**config.mk**
```make
export PLATFORM = sky130hd
export DESIGN_NAME = bank_apc_tracker
export DESIGN_NICKNAME = d
export VERILOG_FILES = /design/src/rtl/bank_apc_tracker.sv
export SDC_FILE = /design/constraint.sdc
export NUM_CORES = 1
export LEC_CHECK = 0
export ABC_AREA = 1
export CAP_MARGIN = 20
export CORE_UTILIZATION = 26
export DETAILED_ROUTE_END_ITERATION = 6
export PLACE_DENSITY = 0.47
export SKIP_LAST_GASP = 1
export SYNTH_ARGS = -nofsm -noshare
export SYNTH_HDL_FRONTEND = slang
export SYNTH_SLANG_ARGS = --single-unit
```
**constraint.sdc**
```tcl
create_clock -name clk -period 1.9 [get_ports clk]
set_input_delay 0.57 -clock clk [delete_from_list [all_inputs] [get_ports clk]]
set_output_delay 0.57 -clock clk [all_outputs]
set_load 0.1 [all_outputs]
```
**src/rtl/bank_apc_tracker.sv**
```systemverilog
module bank_apc_tracker #(
  parameter int NUM_BANKS = 4,
  parameter int BURST_LEN = 4,
  parameter int T_RAS     = 6,
  parameter int T_RP      = 3,
  parameter int BA_W      = $clog2(NUM_BANKS)
) (
  input  logic                 clk,
  input  logic                 rst_n,
  input  logic [2:0]           cmd_i,
  input  logic [BA_W-1:0]      bank_i,
  input  logic                 ap_i,
  output logic                 err_o,
  output logic [NUM_BANKS-1:0] open_o,
  output logic [NUM_BANKS-1:0] prech_o,
  output logic [NUM_BANKS-1:0] idle_o
);
  localparam int HB   = BURST_LEN / 2;
  localparam int RASW = $clog2(T_RAS + 1);
  localparam int RPW  = $clog2(T_RP + 1);
  localparam int BCW  = $clog2(HB + 1);
  localparam logic [2:0] C_ACT = 3'd1, C_RD = 3'd2, C_WR = 3'd3,
                         C_PRE = 3'd4, C_BST = 3'd5;

  logic [NUM_BANKS-1:0] open_v, ap_v, ras_done, burst_v;
  logic [BA_W-1:0]      lr_bank_q;
  logic                 lr_rd_q, lr_ap_q, err_q, bad;

  wire tgt_open  = open_v[bank_i];
  wire tgt_prech = prech_o[bank_i];
  wire tgt_ap    = ap_v[bank_i];

  always_comb begin
    bad = 1'b0;
    case (cmd_i)
      C_ACT:      bad = tgt_open | tgt_prech;
      C_RD, C_WR: bad = ~tgt_open | tgt_ap | tgt_prech;
      C_PRE:      bad = tgt_prech | tgt_ap | (tgt_open & ~ras_done[bank_i]);
      C_BST:      bad = ~lr_rd_q | lr_ap_q | ~burst_v[lr_bank_q];
      default:    bad = 1'b0;
    endcase
  end

  wire ok = ~bad;

  for (genvar g = 0; g < NUM_BANKS; g++) begin : g_bank
    logic            open_q, ap_q;
    logic [RASW-1:0] ras_q;
    logic [RPW-1:0]  rp_q;
    logic [BCW-1:0]  bc_q;

    wire hit   = ok && (bank_i == BA_W'(g));
    wire ap_go = ap_q && (bc_q <= BCW'(1)) && (ras_q == '0);
    wire bst   = ok && (cmd_i == C_BST) && (lr_bank_q == BA_W'(g));

    always_ff @(posedge clk) begin
      if (!rst_n) begin
        open_q <= 1'b0;
        ap_q   <= 1'b0;
        ras_q  <= '0;
        rp_q   <= '0;
        bc_q   <= '0;
      end else begin
        if (ras_q != '0) ras_q <= ras_q - 1'b1;
        if (rp_q  != '0) rp_q  <= rp_q - 1'b1;
        if (bc_q  != '0) bc_q  <= bc_q - 1'b1;
        if (ap_go) begin
          open_q <= 1'b0;
          ap_q   <= 1'b0;
          rp_q   <= RPW'(T_RP - 1);
        end
        if (hit) begin
          case (cmd_i)
            C_ACT: begin
              open_q <= 1'b1;
              ras_q  <= RASW'(T_RAS - 1);
            end
            C_RD, C_WR: begin
              bc_q <= BCW'(HB);
              ap_q <= ap_i;
            end
            C_PRE: if (open_q) begin
              open_q <= 1'b0;
              bc_q   <= '0;
              rp_q   <= RPW'(T_RP - 1);
            end
            default: ;
          endcase
        end
        if (bst) bc_q <= '0;
      end
    end

    assign open_v[g]   = open_q;
    assign ap_v[g]     = ap_q;
    assign ras_done[g] = (ras_q == '0);
    assign burst_v[g]  = (bc_q != '0);
    assign prech_o[g]  = (rp_q != '0);
  end

  always_ff @(posedge clk) begin
    if (!rst_n) begin
      lr_bank_q <= '0;
      lr_rd_q   <= 1'b0;
      lr_ap_q   <= 1'b0;
      err_q     <= 1'b0;
    end else begin
      err_q <= bad;
      if (ok && (cmd_i == C_RD || cmd_i == C_WR)) begin
        lr_bank_q <= bank_i;
        lr_rd_q   <= (cmd_i == C_RD);
        lr_ap_q   <= ap_i;
      end
    end
  end

  assign err_o  = err_q;
  assign open_o = open_v;
  assign idle_o = ~(open_v | prech_o);
endmodule


```
==> impl_metrics.yaml, run 1 <==
hold_path:
  worstHoldPathType: "register to register"
  hold_end: "g_bank[0].rp_q[0]$_SDFF_PN0_"
  min-delay-start: "g_bank[0].rp_q[0]$_SDFF_PN0_"
  min_path_cells: 1
layout:
  multi_input_area_mm2: 0.00155
  drive_above_1_share: 0.282
  final_common_cell: "nand2_1"
  num-nets-final: 455
  regArea_um2: 827
  area_growth_pct: 45.4
  nFillCells: 960
  layout_common_cells: "76 x nand2_1, 68 x inv_1, 43 x nor2_1, 36 x dfxtp_1, 27 x buf_4"
  n_antenna_cell: 0
logic_synthesis:
  yosysWarnings: 0
  synth_cell_types: 25
  synthesis.area_mm2: 0.00253
  syn_area_per_cell_um2: 6.58
  ys_seq_elements: 41
  synthCells: 385
  seq_area_frac_synth: 0.324
  synthesis.nets: 405
clocking:
  cts_buffers: 5
  ctsHoldBuffers: 0
  clock-sinks: 41
  path_clk_slew_ns: 0.09
  cts_max_level: 2
  clock_latency_ns: 0.29
  cts_root_buffer: "clkbuf_8"
  cts_tree: "yes"
  max-clock-path-buffers: 2
power_and_ir_drop:
  total_power_w: 0.00310
  power.density_mw_per_mm2: 842
  peakVddDrop_mv: 0.263
  leakagePower_nw: 1.74
detailed_routing:
  num_vias: 2469
  routed_wl_um: 6820
  drt-pass1-iter-count: 4
  wl_per_cell_um: 12.1
  avgViaCountPerCell: 4.37
  drt.antenna.violating_nets: 0
  drc: 0
  drt_iter0_drc: 123
critical_path:
  crit_chain: "buf_6 -> buf_6 -> inv_6 -> buf_4 -> nand2_2 -> nand2_2 -> nand2_1 -> nand2_1 -> nand2_2 -> nor2_8 -> buf_12 -> buf_16 -> nand3_4 -> nand2_2 -> nand2_1 -> nor2_1"
  critPathMaxFanout: 6
  reg2reg_setup_slack_ns: 0.09
  crit_top_cell: "nand2_2"
  arrival_ns: 2.05
  required_ns: 2.14
  regToRegStartpoint: "g_bank[1].ras_q[0]$_SDFF_PN0_"
  crit_type: "input pin to register"
  startpoint_type: "input pin"
  cpPeakStageDelay_ns: 0.17
  slowest_stage: "nor2_8"
  r2r-end: "g_bank[2].rp_q[1]$_SDFF_PN0_"
  timing.reg2reg.worst_path_depth: 12
  cp-end-kind: "register"
timing:
  slew_violations: 0
  worst_slew_pin_slew_ns: 0.263
  max_freq_ghz: 0.553
  slew_headroom: 0.825
  fin_crit_sh: 0.952
  fin_skew_ns: 0.00759
  setup_viol_count_final: 0
  setup_tns_ns: 0
  hold_violations: 0
  post-route-min-period_ns: 1.81
place:
  gp_congestion: 0.792
  dp_hpwl_um: 4880
  portBuffers: 20
floorplanning:
  dieArea_mm2: 0.0101
  dieHeight_um: 101
  die_x_um: 101
  top_level_ports: 21
  num_rows: 35
  start_util: 0.271
  core_mm2: 0.00933
grt:
  first_global_vias: 2308
  grt_max_degree: 22
  globalRoute.totalOverflow: 0
  grt_first_pass_wirelength_um: 11200
  track_usage: 0.143
  antenna_found_initial: 0
run:
  maxCapViolCount: 0
run_status:
  status: "finished clean"
kinds of logic (layout without fill, tap and decap cells):
| kind of cell | after synthesis | after routing | synth area share |
|---|---|---|---|
| AND/OR/NAND/NOR | 196 | 196 | 0.359 |
| buffers and inverters | 88 | 139 | 0.149 |
| AO/OA/AOI/OAI | 44 | 44 | 0.0949 |
| flip-flops | 41 | 41 | 0.324 |
| adder cells (fa/ha/maj) | 12 | 12 | 0.0593 |
| XOR/XNOR | 4 | 4 | 0.0138 |
timing repair:
action	in CTS	in global routing
pin swaps	9	11
gates cloned	4	1
setup endpoints to repair	37	34
setup buffers	2	1
resized for setup	31	31
critical path, delay by kind of cell:
family,cells,cell delay (ns)
and+or+nand+nor,10,0.83
buffers and inverters,6,0.63
registers in the layout, summed over array words and instances (netlist names):
signal / flops
g_bank.rp_q: 8
lr_rd_q: 1
g_bank.ras_q: 12
lr_ap_q: 1
lr_bank_q: 2
err_o: 1
g_bank.ap_q: 4
g_bank.bc_q: 8
g_bank.open_q: 4
per-stage QoR:
step | area [µm²] | instances | hold WS (ns) | util | worst slack, ns
final | 3680 | 565 | 0.443 | 0.395 | 0.0921
after global routing | 3680 | 565 | 0.463 | 0.395 | -0.00837
after CTS | 3560 | 563 | 0.450 | 0.382 | 0.00339
after detailed placement | 3260 | 549 | 0.437 | 0.349 | -0.586
after global placement | 3260 | 549 | 0.430 | 0.349 | -0.581
after floorplan | 2590 | 385 | 0.420 | - | 0.0411
synthesized netlist by cell type:
cell type  count  area [µm²]
nand4_2        4        50.1
inv_2          3        11.3
ha_1          12         150
o21ai_0       13        65.1
buf_6          3        33.8
inv_1         70         263
nand2_2        2        12.5
buf_2          1        5.00
nand2_1       85         319
a21oi_1       25         125
clkbuf_1       5        18.8
nand3_2        5        50.1
nor4_1         4        25.0
a31oi_1        3        18.8
xor2_1         4        35.0
buf_4          6        45.0
a21oi_4        1        16.3
nor2_4         1        11.3
nor2_8         1        20.0
nor2_2         3        18.8
o21bai_1       2        15.0
nor2_1        54         203
dfxtp_1       41         821
nand3_1       25         125
nand4_1       12        75.1
power breakdown:
part	switching, W	internal (W)	total, W
Clock	0.000311	0.000329	0.000640
Combinational	0.000819	0.000616	0.00144
Sequential	0.0000559	0.000971	0.00103
Total	0.00119	0.00192	0.00310
worst max path at each step:
stage	endpoint	slack (ns)	startpoint
final	g_bank[2].open_q$_SDFF_PN0_	0.09	bank_i[1]
after global placement	lr_bank_q[0]$_SDFFE_PN0P_	-0.58	bank_i[0]
after global routing	lr_ap_q$_SDFFE_PN0P_	-0.008	g_bank[3].ras_q[1]$_SDFF_PN0_
after detailed placement	lr_bank_q[1]$_SDFFE_PN0P_	-0.59	bank_i[0]
after CTS	g_bank[3].rp_q[1]$_SDFF_PN0_	0.003	bank_i[1]
after floorplan	g_bank[1].bc_q[0]$_SDFF_PP0_	0.04	bank_i[1]
per-layer routing:
metal	global-route usage	share of wire
met1	0.195	0.51
met2	0.235	0.46
met3	0.0208	0.021
met4	0.0368	0.013
met5	0	0
area by class of cell:
type / count / area share
multi-input combinational: 256 / 0.420
sequential: 41 / 0.225
timing repair buffer: 58 / 0.208
inverter: 73 / 0.0758
tap: 129 / 0.0438
clock buffer: 7 / 0.0262
clock inverter: 1 / 0.00136
No activity file was read; power rests on OpenSTA's default activity.
==> inputs of run 2 (changes only) <==
==> constraint.sdc (replaced) <==
create_clock -name clk -period 1.9 [get_ports clk]
set_input_delay 0.38 -clock clk [delete_from_list [all_inputs] [get_ports clk]]
set_output_delay 0.38 -clock clk [all_outputs]
set_load 0.1 [all_outputs]
==> impl_metrics.yaml, run 2 (synthesis results as in run 1) <==
layout:
  nFillCells: 988
  n_antenna_cell: 0
  num-nets-final: 461
  largest_register_ffs: 12
  regArea_um2: 826
  final_util: 0.392
  drive_above_1_share: 0.256
  layout_common_cells: "79 x nand2_1, 69 x inv_1, 49 x nor2_1, 37 x dfxtp_1, 34 x buf_4"
  largestRegisters: "g_bank.ras_q: 12 flops, g_bank.bc_q: 8 flops, g_bank.rp_q: 8 flops"
  final_common_cell: "nand2_1"
  area_growth_pct: 44.4
  multi_input_area_mm2: 0.00151
  regMostFlops: "g_bank.ras_q"
detailed_routing:
  drt-pass1-iter-count: 4
  num_vias: 2558
  drt.antenna.violating_nets: 0
  routed_wl_um: 7140
  avgViaCountPerCell: 4.48
  wl_per_cell_um: 12.5
  drc: 0
  drt_iter0_drc: 123
clocking:
  cts_root_buffer: "clkbuf_8"
  clock-sinks: 41
  cts_buffers: 5
  clock_latency_ns: 0.31
  max-clock-path-buffers: 2
  cts_tree: "yes"
  cts_max_level: 2
  path_clk_slew_ns: 0.09
power_and_ir_drop:
  peakVddDrop_mv: 0.473
  p_switching_w: 0.00124
  share_comb_of_total_power: 0.429
  p_sw_frac: 0.370
  seqPwrFrac: 0.306
  total_power_w: 0.00335
  power.share.clock: 0.265
  power.density_mw_per_mm2: 916
  leakagePower_nw: 1.76
  p_int_w: 0.00211
timing:
  whs_ns: 0.446
  worst_slew_pin_slew_ns: 0.903
  fin_crit_sh: 0.941
  slew_headroom: 0.397
  max_freq_ghz: 0.560
  post-route-min-period_ns: 1.79
  slew_violations: 0
  hold_violations: 0
  fin_skew_ns: 0.00907
  setup_viol_count_final: 0
  setup_tns_ns: 0
floorplanning:
  die_x_um: 101
  start_util: 0.271
  core_mm2: 0.00933
  dieHeight_um: 101
  top_level_ports: 21
  num_rows: 35
  dieArea_mm2: 0.0101
hold_path:
  hold_end: "g_bank[1].rp_q[0]$_SDFF_PN0_"
  min-delay-start: "g_bank[1].rp_q[0]$_SDFF_PN0_"
  min_path_cells: 1
  worstHoldPathType: "register to register"
critical_path:
  critPathMaxFanout: 9
  arrival_ns: 2.00
  startpoint_type: "register"
  timing.reg2reg.worst_path_depth: 14
  required_ns: 2.11
  regToRegStartpoint: "g_bank[0].ras_q[0]$_SDFF_PN0_"
  cp-end-kind: "register"
  r2r-end: "g_bank[2].open_q$_SDFF_PN0_"
  reg2reg_setup_slack_ns: 0.11
  crit_type: "register to register"
place:
  dp_hpwl_um: 5270
  gp_congestion: 0.808
  portBuffers: 20
grt:
  first_global_vias: 2390
  grt_first_pass_wirelength_um: 11600
  antenna_found_initial: 0
  grt_max_degree: 22
  globalRoute.totalOverflow: 0
  track_usage: 0.150
run_status:
  status: "finished clean"
run:
  maxCapViolCount: 0
## run 2: power groups by stage
stage          Sequential, W  Clock (W)  Combinational (W)
2_1_floorplan        0.00105          0           0.000846
5_1_grt              0.00104   0.000934            0.00160
6_report             0.00103   0.000886            0.00144
3_5_place_dp         0.00104          0            0.00129
3_3_place_gp         0.00104          0            0.00127
4_1_cts              0.00102   0.000900            0.00131
## run 2: routing by layer
layer / up-vias / wire length, µm / GRT usage
met2: 58 / 3150 / 0.241
met1: 1184 / 3540 / 0.205
met4: 0 / 76 / 0.0368
met3: 8 / 382 / 0.0291
met5: - / 0 / 0
li1: 1308 / - / -
## run 2: cell type report
| cell class | instances | share of cell area |
|---|---|---|
| timing repair buffer | 64 | 0.206 |
| sequential | 41 | 0.226 |
| tap | 129 | 0.0441 |
| clock inverter | 3 | 0.0188 |
| inverter | 73 | 0.0749 |
| clock buffer | 5 | 0.0188 |
| multi-input combinational | 256 | 0.412 |
## run 2: timing repair
item | 4_1_cts | 5_1_grt
hold buffers | 0 | 0
gates cloned | 1 | 4
setup endpoints to repair | 27 | 36
pin swaps | 0 | 4
resized for setup | 10 | 28
buffers inserted | 0 | 4
## run 2: how the worst max path moves through the flow
stage / startpoint / endpoint / slack [ns] / depth (start not counted)
after floorplan: g_bank[2].rp_q[1]$_SDFF_PN0_ / g_bank[1].bc_q[0]$_SDFF_PP0_ / 0.08 / 11
after global placement: bank_i[1] / lr_ap_q$_SDFFE_PN0P_ / -0.35 / 14
after detailed placement: bank_i[0] / lr_bank_q[1]$_SDFFE_PN0P_ / -0.39 / 14
after CTS: bank_i[1] / lr_bank_q[1]$_SDFFE_PN0P_ / -0.004 / 14
after global routing: g_bank[2].ras_q[0]$_SDFF_PN0_ / lr_bank_q[1]$_SDFFE_PN0P_ / -0.002 / 14
final: g_bank[0].ras_q[0]$_SDFF_PN0_ / g_bank[2].open_q$_SDFF_PN0_ / 0.11 / 14
## run 2: through the flow
| stage | cells | cell area [µm²] | worst slack (ns) |
|---|---|---|---|
| 2_1_floorplan | 385 | 2570 | 0.0830 |
| 3_3_place_gp | 554 | 3250 | -0.346 |
| 3_5_place_dp | 554 | 3250 | -0.394 |
| 4_1_cts | 563 | 3430 | -0.00405 |
| 5_1_grt | 571 | 3660 | -0.00155 |
| 6_report | 571 | 3660 | 0.113 |
## run 2: worst max-delay path, cell delays in order, from the launching register on
cell	delay, ns
dfxtp_2	0.34
inv_1	0.04
ha_1	0.21
ha_2	0.19
nand2_1	0.07
nand2_1	0.05
nor2_1	0.11
nand2_1	0.07
nand3_2	0.08
nand2_4	0.09
buf_12	0.16
nand3_4	0.11
nand2_1	0.06
nand2_1	0.05
nor2_1	0.04
